--- src/rtl/int_alu.sv ---
module int_alu #(
  parameter int W  = 32,
  parameter int SW = $clog2(W)
) (
  input  logic         clk,
  input  logic         rst,
  input  logic         en,
  input  logic         set_cc,
  input  logic [3:0]   op,
  input  logic [W-1:0] a,
  input  logic [W-1:0] b,
  output logic [W-1:0] result,
  output logic [3:0]   flags
);
  localparam logic [3:0] OP_ADD = 4'd0, OP_ADDX = 4'd1, OP_SUB = 4'd2, OP_SUBX = 4'd3,
                         OP_AND = 4'd4, OP_OR = 4'd5, OP_XOR = 4'd6, OP_XNOR = 4'd7,
                         OP_ANDN = 4'd8, OP_ORN = 4'd9, OP_SLL = 4'd10, OP_SRL = 4'd11,
                         OP_SRA = 4'd12, OP_RDY = 4'd13, OP_WRY = 4'd14;

  logic [3:0]   cc_q;
  logic [W-1:0] y_q;

  wire          is_sub   = (op == OP_SUB) || (op == OP_SUBX);
  wire          use_c    = (op == OP_ADDX) || (op == OP_SUBX);
  wire          arith    = (op <= OP_SUBX);
  wire          logic_op = (op >= OP_AND) && (op <= OP_ORN);
  wire [W-1:0]  b_eff    = is_sub ? ~b : b;
  wire          cin      = is_sub ? ~(use_c & cc_q[0]) : (use_c & cc_q[0]);
  wire [W:0]    sum      = {1'b0, a} + {1'b0, b_eff} + {{W{1'b0}}, cin};
  wire [SW-1:0] sh       = b[SW-1:0];
  wire          v_ar     = (a[W-1] == b_eff[W-1]) && (sum[W-1] != a[W-1]);
  wire          c_ar     = is_sub ? ~sum[W] : sum[W];

  always_comb begin
    case (op)
      OP_ADD, OP_ADDX, OP_SUB, OP_SUBX: result = sum[W-1:0];
      OP_AND:  result = a & b;
      OP_OR:   result = a | b;
      OP_XOR:  result = a ^ b;
      OP_XNOR: result = ~(a ^ b);
      OP_ANDN: result = a & ~b;
      OP_ORN:  result = a | ~b;
      OP_SLL:  result = a << sh;
      OP_SRL:  result = a >> sh;
      OP_SRA:  result = $unsigned($signed(a) >>> sh);
      OP_RDY:  result = y_q;
      default: result = '0;
    endcase
  end

  always_ff @(posedge clk) begin
    if (rst) begin
      cc_q <= '0;
      y_q  <= '0;
    end else begin
      if (en && set_cc && (arith || logic_op))
        cc_q <= {result[W-1], result == '0, arith & v_ar, arith & c_ar};
      if (en && op == OP_WRY)
        y_q <= a ^ b;
    end
  end

  assign flags = cc_q;

  p_reset_clears_r9: assert property (@(posedge clk) rst |=> (flags == 4'd0));

  p_flags_hold_r8: assert property (@(posedge clk) disable iff (rst)
    !(en && set_cc && (arith || logic_op)) |=> $stable(flags));

  p_zero_flag_r6: assert property (@(posedge clk) disable iff (rst)
    (en && set_cc && arith) |=> (flags[2] == ($past(result) == '0)) && (flags[3] == $past(result[W-1])));

  p_logic_clears_vc_r7: assert property (@(posedge clk) disable iff (rst)
    (en && set_cc && logic_op) |=> (flags[1:0] == 2'b00));

  p_y_readback_r5: assert property (@(posedge clk) disable iff (rst)
    (en && op == OP_WRY) |=> (op != OP_RDY) || (result == ($past(a) ^ $past(b))));

  p_reserved_zero_r10: assert property (@(posedge clk) disable iff (rst)
    (op == 4'd15) |-> (result == '0));
endmodule

--- config.mk ---
export PLATFORM = sky130hd
export DESIGN_NAME = int_alu
export DESIGN_NICKNAME = d
export VERILOG_FILES = /design/src/rtl/int_alu.sv
export SDC_FILE = /design/constraint.sdc
export NUM_CORES = 1
export LEC_CHECK = 0
export BUFFER_PORTS_ARGS = -buffer_cell sky130_fd_sc_hd__buf_4
export CORE_ASPECT_RATIO = 1.1
export CORE_MARGIN = 1.5
export CORE_UTILIZATION = 50
export CTS_BUF_LIST = sky130_fd_sc_hd__clkbuf_4 sky130_fd_sc_hd__clkbuf_8 sky130_fd_sc_hd__clkbuf_16
export DETAILED_ROUTE_END_ITERATION = 16
export PLACE_DENSITY_LB_ADDON = 0.15
export SETUP_SLACK_MARGIN = 0.2
export SYNTH_ARGS = -nofsm -noshare
export SYNTH_HDL_FRONTEND = slang
export SYNTH_SLANG_ARGS = --single-unit
export TNS_END_PERCENT = 100
--- constraint.sdc ---
create_clock -name clk -period 12.7 [get_ports clk]
set_input_delay 1.27 -clock clk [delete_from_list [all_inputs] [get_ports clk]]
set_output_delay 1.27 -clock clk [all_outputs]
set_load 0.1 [all_outputs]
# Word-level counts from Yosys, hierarchy flattened
# Cells that the tools add are included.
# classes
div_mod_pow	0
order_cmp	3
n_eq_ne	16
bitwise_logic	12
n_addsub	2
mux	4
shift	3
n_reduce_logical	11
n_mul	0
# op_table
cell	count
case mux 32 bit (11 select lines)	1
bitwise AND 32 bit	2
inverter 32 bit	2
bitwise OR 32 bit	2
adder 32 x 32 -> 33 bit	1
adder 33 x 1 -> 33 bit	1
zero test 32 bit	1
2-to-1 mux 32 bit	1
left shift 32 x 5 -> 32 bit	1
>> shifter 32 x 5 -> 32 bit	1
>>> shifter 32 x 5 -> 32 bit	1
bitwise XOR 32 bit	1
== test 4 bit, second input constant	7
== test 4 x 3 -> 1 bit, second input constant	4
== test 4 x 2 -> 1 bit, second input constant	2
logical AND 1 bit	5
== test 4 x 1 -> 1 bit, second input constant	1
greater-or-equal comparator 4 x 3 -> 1 bit, second input constant	1
<= comparator 4 x 2 -> 1 bit, second input constant	1
<= comparator 4 bit, second input constant	1
zero test 4 bit	1
OR reduction 4 bit	1
bitwise AND 1 bit	3
logical OR 1 bit	3
other kinds (4)	6
# word_totals
rom_bits	0
elab_cells	53
ramBits	0
memories	0
latch_bits	0
input_bits	72
regBits	36

# Depth between registers and ports, before layout
# depth
word_depth	9
ltp_mapped	21
depth_no_buf	16

# Worst setup path after synthesis
# No wires, ideal clock.
# synth_path
kind	input port to output port
start	in op[3]
end	out result[24]
slack_ns	4.229
t_required_ns	11.430
path_buffers	5
t_arrival_ns	7.201
stages	18
cell_sequence	clkbuf_1 -> or2_2 -> clkbuf_1 -> clkbuf_1 -> clkbuf_1 -> nor2_1 -> clkbuf_1 -> xnor2_1 -> fa_1 -> inv_1 -> fa_1 -> nor2b_1 -> o31a_1 -> o21ai_0 -> o31ai_1 -> a21oi_1 -> xor2_1 -> o21ai_0
# synth_between
elab_chain_cells	7
elab_cells_between_ends	24
# synth_lines
item	line	source
start: declaration	9	input logic [3:0] op,
parallel branches: the longest is 6 deep, another holds adder 32 x 32 -> 33 bit	n/a	
case mux 32 bit (11 select lines) *	35	case (op)
end: declaration	12	output logic [W-1:0] result,
# Every way passes the cells marked *.

# Final worst setup path
# layout_path
start	in op[3]
end	out result[28]
# Same word-level chain as after synthesis.

==> impl_metrics.toml <==
[global_route]
grt_first_pass_wirelength_um = 76600
grt_pass1_vias = 11600
antenna_found_initial = 0
grt_max_degree = 70
overflow = 0
grt_util_all_layers_pct = 47.6

[die]
die_w_um = 140
core_mm2 = 0.0201
die_area_mm2 = 0.0215
design.portCount = 108
die_h_um = 154
rows = 54
initial_core_util_pct = 51.4

[synthesis]
ys_warn_count = 0
synth_seq_area_share_pct = 6.98
synth_edf_count = 0
yosys_register_bits = 36
synthArstFlopShare_pct = 0
synth_nets = 1524
synth_cell_types = 82
yosysTopAreaCell = "mux4_2"
synth_top_family_by_area = "compound AO/OA/AOI/OAI gates"
synthTopCellsByCount = "141 x nand2_1, 128 x nor2_1, 106 x clkbuf_1, 80 x o21ai_0, 69 x a21oi_1"
synthMuxAreaShare_pct = 20.0
synthCells = 1418
postSynthAreaPerCell_um2 = 7.28
netlist_top_cells_area = "mux4_2 8.5%, dfxtp_1 7.0%, mux2i_1 6.3%"
post-synth-top-count-cell = "nand2_1"
synth_xor_area_share_pct = 9.39
yosys.area_share.simple_pct = 21.9
synthFlopType = "dfxtp_1"
syn-cell-area_mm2 = 0.0103
synth_compound_area_share_pct = 30.2
synth_fa_ha_area_share_pct = 4.37
netlist.area_leader.share_pct = 8.51

[worst_setup_path]
reg2reg_from = "flags[0]"
crit_required_ns = 11.43
end_kind = "output port"
crit_path_max_fanout = 37
critPathKind = "primary input to output port"
max_stage_delay_ns = 0.62
startpoint_type = "primary input"
crit_arrival_ns = 6.08
crit_chain = "buf_4 > or2_2 > nor2_4 > xnor2_1 > fa_1 > inv_1 > fa_1 > nor2b_1 > o31a_1 > o21ai_0 > o31ai_1 > a21oi_1 > o211ai_1 > a2bb2oi_1 > nor2_1 > or2_2 > buf_4"
startpoint = "op[3]"
cp_slowest_cell = "or2_2"
r2r.worst_path.cells = 14

[cells_and_area]
area_growth_pct = 7.88
nets = 1503
fin_util_pct = 55.5
finish.instance_area_mm2 = 0.0111
drive_above_1_share_pct = 16.7

[placement]
gp_congestion = 1.09
place_area_mm2 = 0.0110
dp_worst_setup_slack_ns = 5.50
hpwl_um = 38500
port_buffers = 107

[min_path]
hold_path_startpoint = "flags[3]"
hold_depth = 2
hold_class = "flip-flop to flip-flop"

[timing]
setup_slack_ns = 5.35
maxSlewViolCount = 0
skew_ns = 0.0126
setup_viol = 0
rsz0062_at_grt = "false"
worst_pin_slew_ns = 1.44
fmax_mhz = 136
hold_viol = 0
final.min_clock_period_ns = 7.35
totalNegativeSetupSlack_ns = 0
min_period_over_period_pct = 57.9
slew-limit-headroom_pct = 3.42

[power_and_ir_drop]
total_power_uw = 975
power.density_mw_per_mm2 = 87.6
peakVddDrop_mv = 0.0681
power.leakage_nw = 4.21

[routing]
route.antenna.remaining_nets = 0
num_vias = 12600
drt-total-wl_um = 52600
drt_iter0_drc = 1774
routedWlPerCell_um = 31.9
vias_per_cell = 7.62
drc = 0
firstDrtPassIters = 7

[cts]
clk_latency_ns = 0.30
tritoncts = "done"
cts-root-buf = "clkbuf_16"
clk_pin_slew_ns = 0.06
postCtsSetupBuffers = 0
h-tree-depth = 2
hold_buffers = 0
cts_buffers = 5
cts_resized = 0
cts_num_sinks = 36
clockBufferDepth = 2

[job]
cap_violations = 0

[outcome]
status = "finished, final reports clean"
==> layer usage <==
layer	share of wire, %	routed length, um	vias up	track usage [%]
met5	0	0	-	0
met4	9.1	4790	0	36.9
met3	12	6510	275	13.2
met2	43	22400	1043	71.2
met1	36	18900	5919	57.9
li1	-	-	5351	-
==> metrics by stage <==
step | hold slack (ns) | instances
final | 0.464 | 1651
after global routing | 0.500 | 1650
after CTS | 0.460 | 1650
after detailed placement | 0.449 | 1642
after global placement | 0.443 | 1642
after floorplan | 0.461 | 1418
==> report_power, final <==
group | switching [mW] | internal [mW]
registers | 0.00135 | 0.115
clock network | 0.0632 | 0.0937
logic | 0.489 | 0.212
total | 0.554 | 0.421
==> cell families after synthesis <==
logic type      after synthesis
simple gates                467
compound gates              447
buf+inv                     178
mux                         146
xor+xnor                    109
flops                        36
fa+ha+maj                    35
==> worst paths after layout <==
path / endpoint / slack [ns]
max reg2reg: flags[2] / 8.14
min: flags[3] / 0.46
min reg2reg: flags[3] / 0.46
max: result[28] / 5.35
==> cell usage in the layout (no fill, tap or decap), types with 15 or more instances in the layout <==
| cell | instances |
|---|---|
| nor3_1 | 27 |
| buf_4 | 127 |
| o221ai_1 | 21 |
| a211oi_1 | 51 |
| o22ai_1 | 29 |
| inv_1 | 21 |
| a21oi_1 | 69 |
| nand4_1 | 15 |
| nand3_1 | 36 |
| nor2_1 | 126 |
| o21ai_0 | 80 |
| nand2b_1 | 24 |
| xor2_1 | 45 |
| mux4_2 | 39 |
| ha_1 | 32 |
| dfxtp_1 | 36 |
| mux2_2 | 38 |
| xnor2_1 | 63 |
| o211ai_1 | 26 |
| a21o_1 | 19 |
| mux2i_1 | 65 |
| nand2_1 | 141 |
==> critical path: cells and delay by family <==
family / cells / cell delay (ns)
AOI/OAI and AO/OA: 6 / 1.72
and+or+nand+nor: 5 / 1.71
adders and majority gates: 2 / 0.63
buffers and inverters: 3 / 0.54
xor gates and xnor gates: 1 / 0.20
==> cell type report <==
class	count	area, um^2
repair buffers	127	953
inverters	23	86.3
fillers	1967	8930
diodes	1	2.50
multi-input cells	1204	8880
clock buffers	5	125
flip-flops and latches	36	721
well taps	252	315
clock inverters	3	46.3
==> registers in the layout (all words and copies together), names as in the netlist <==
signal / count
flags: 4
y_q: 32
No activity file was read; power rests on OpenSTA's default activity.
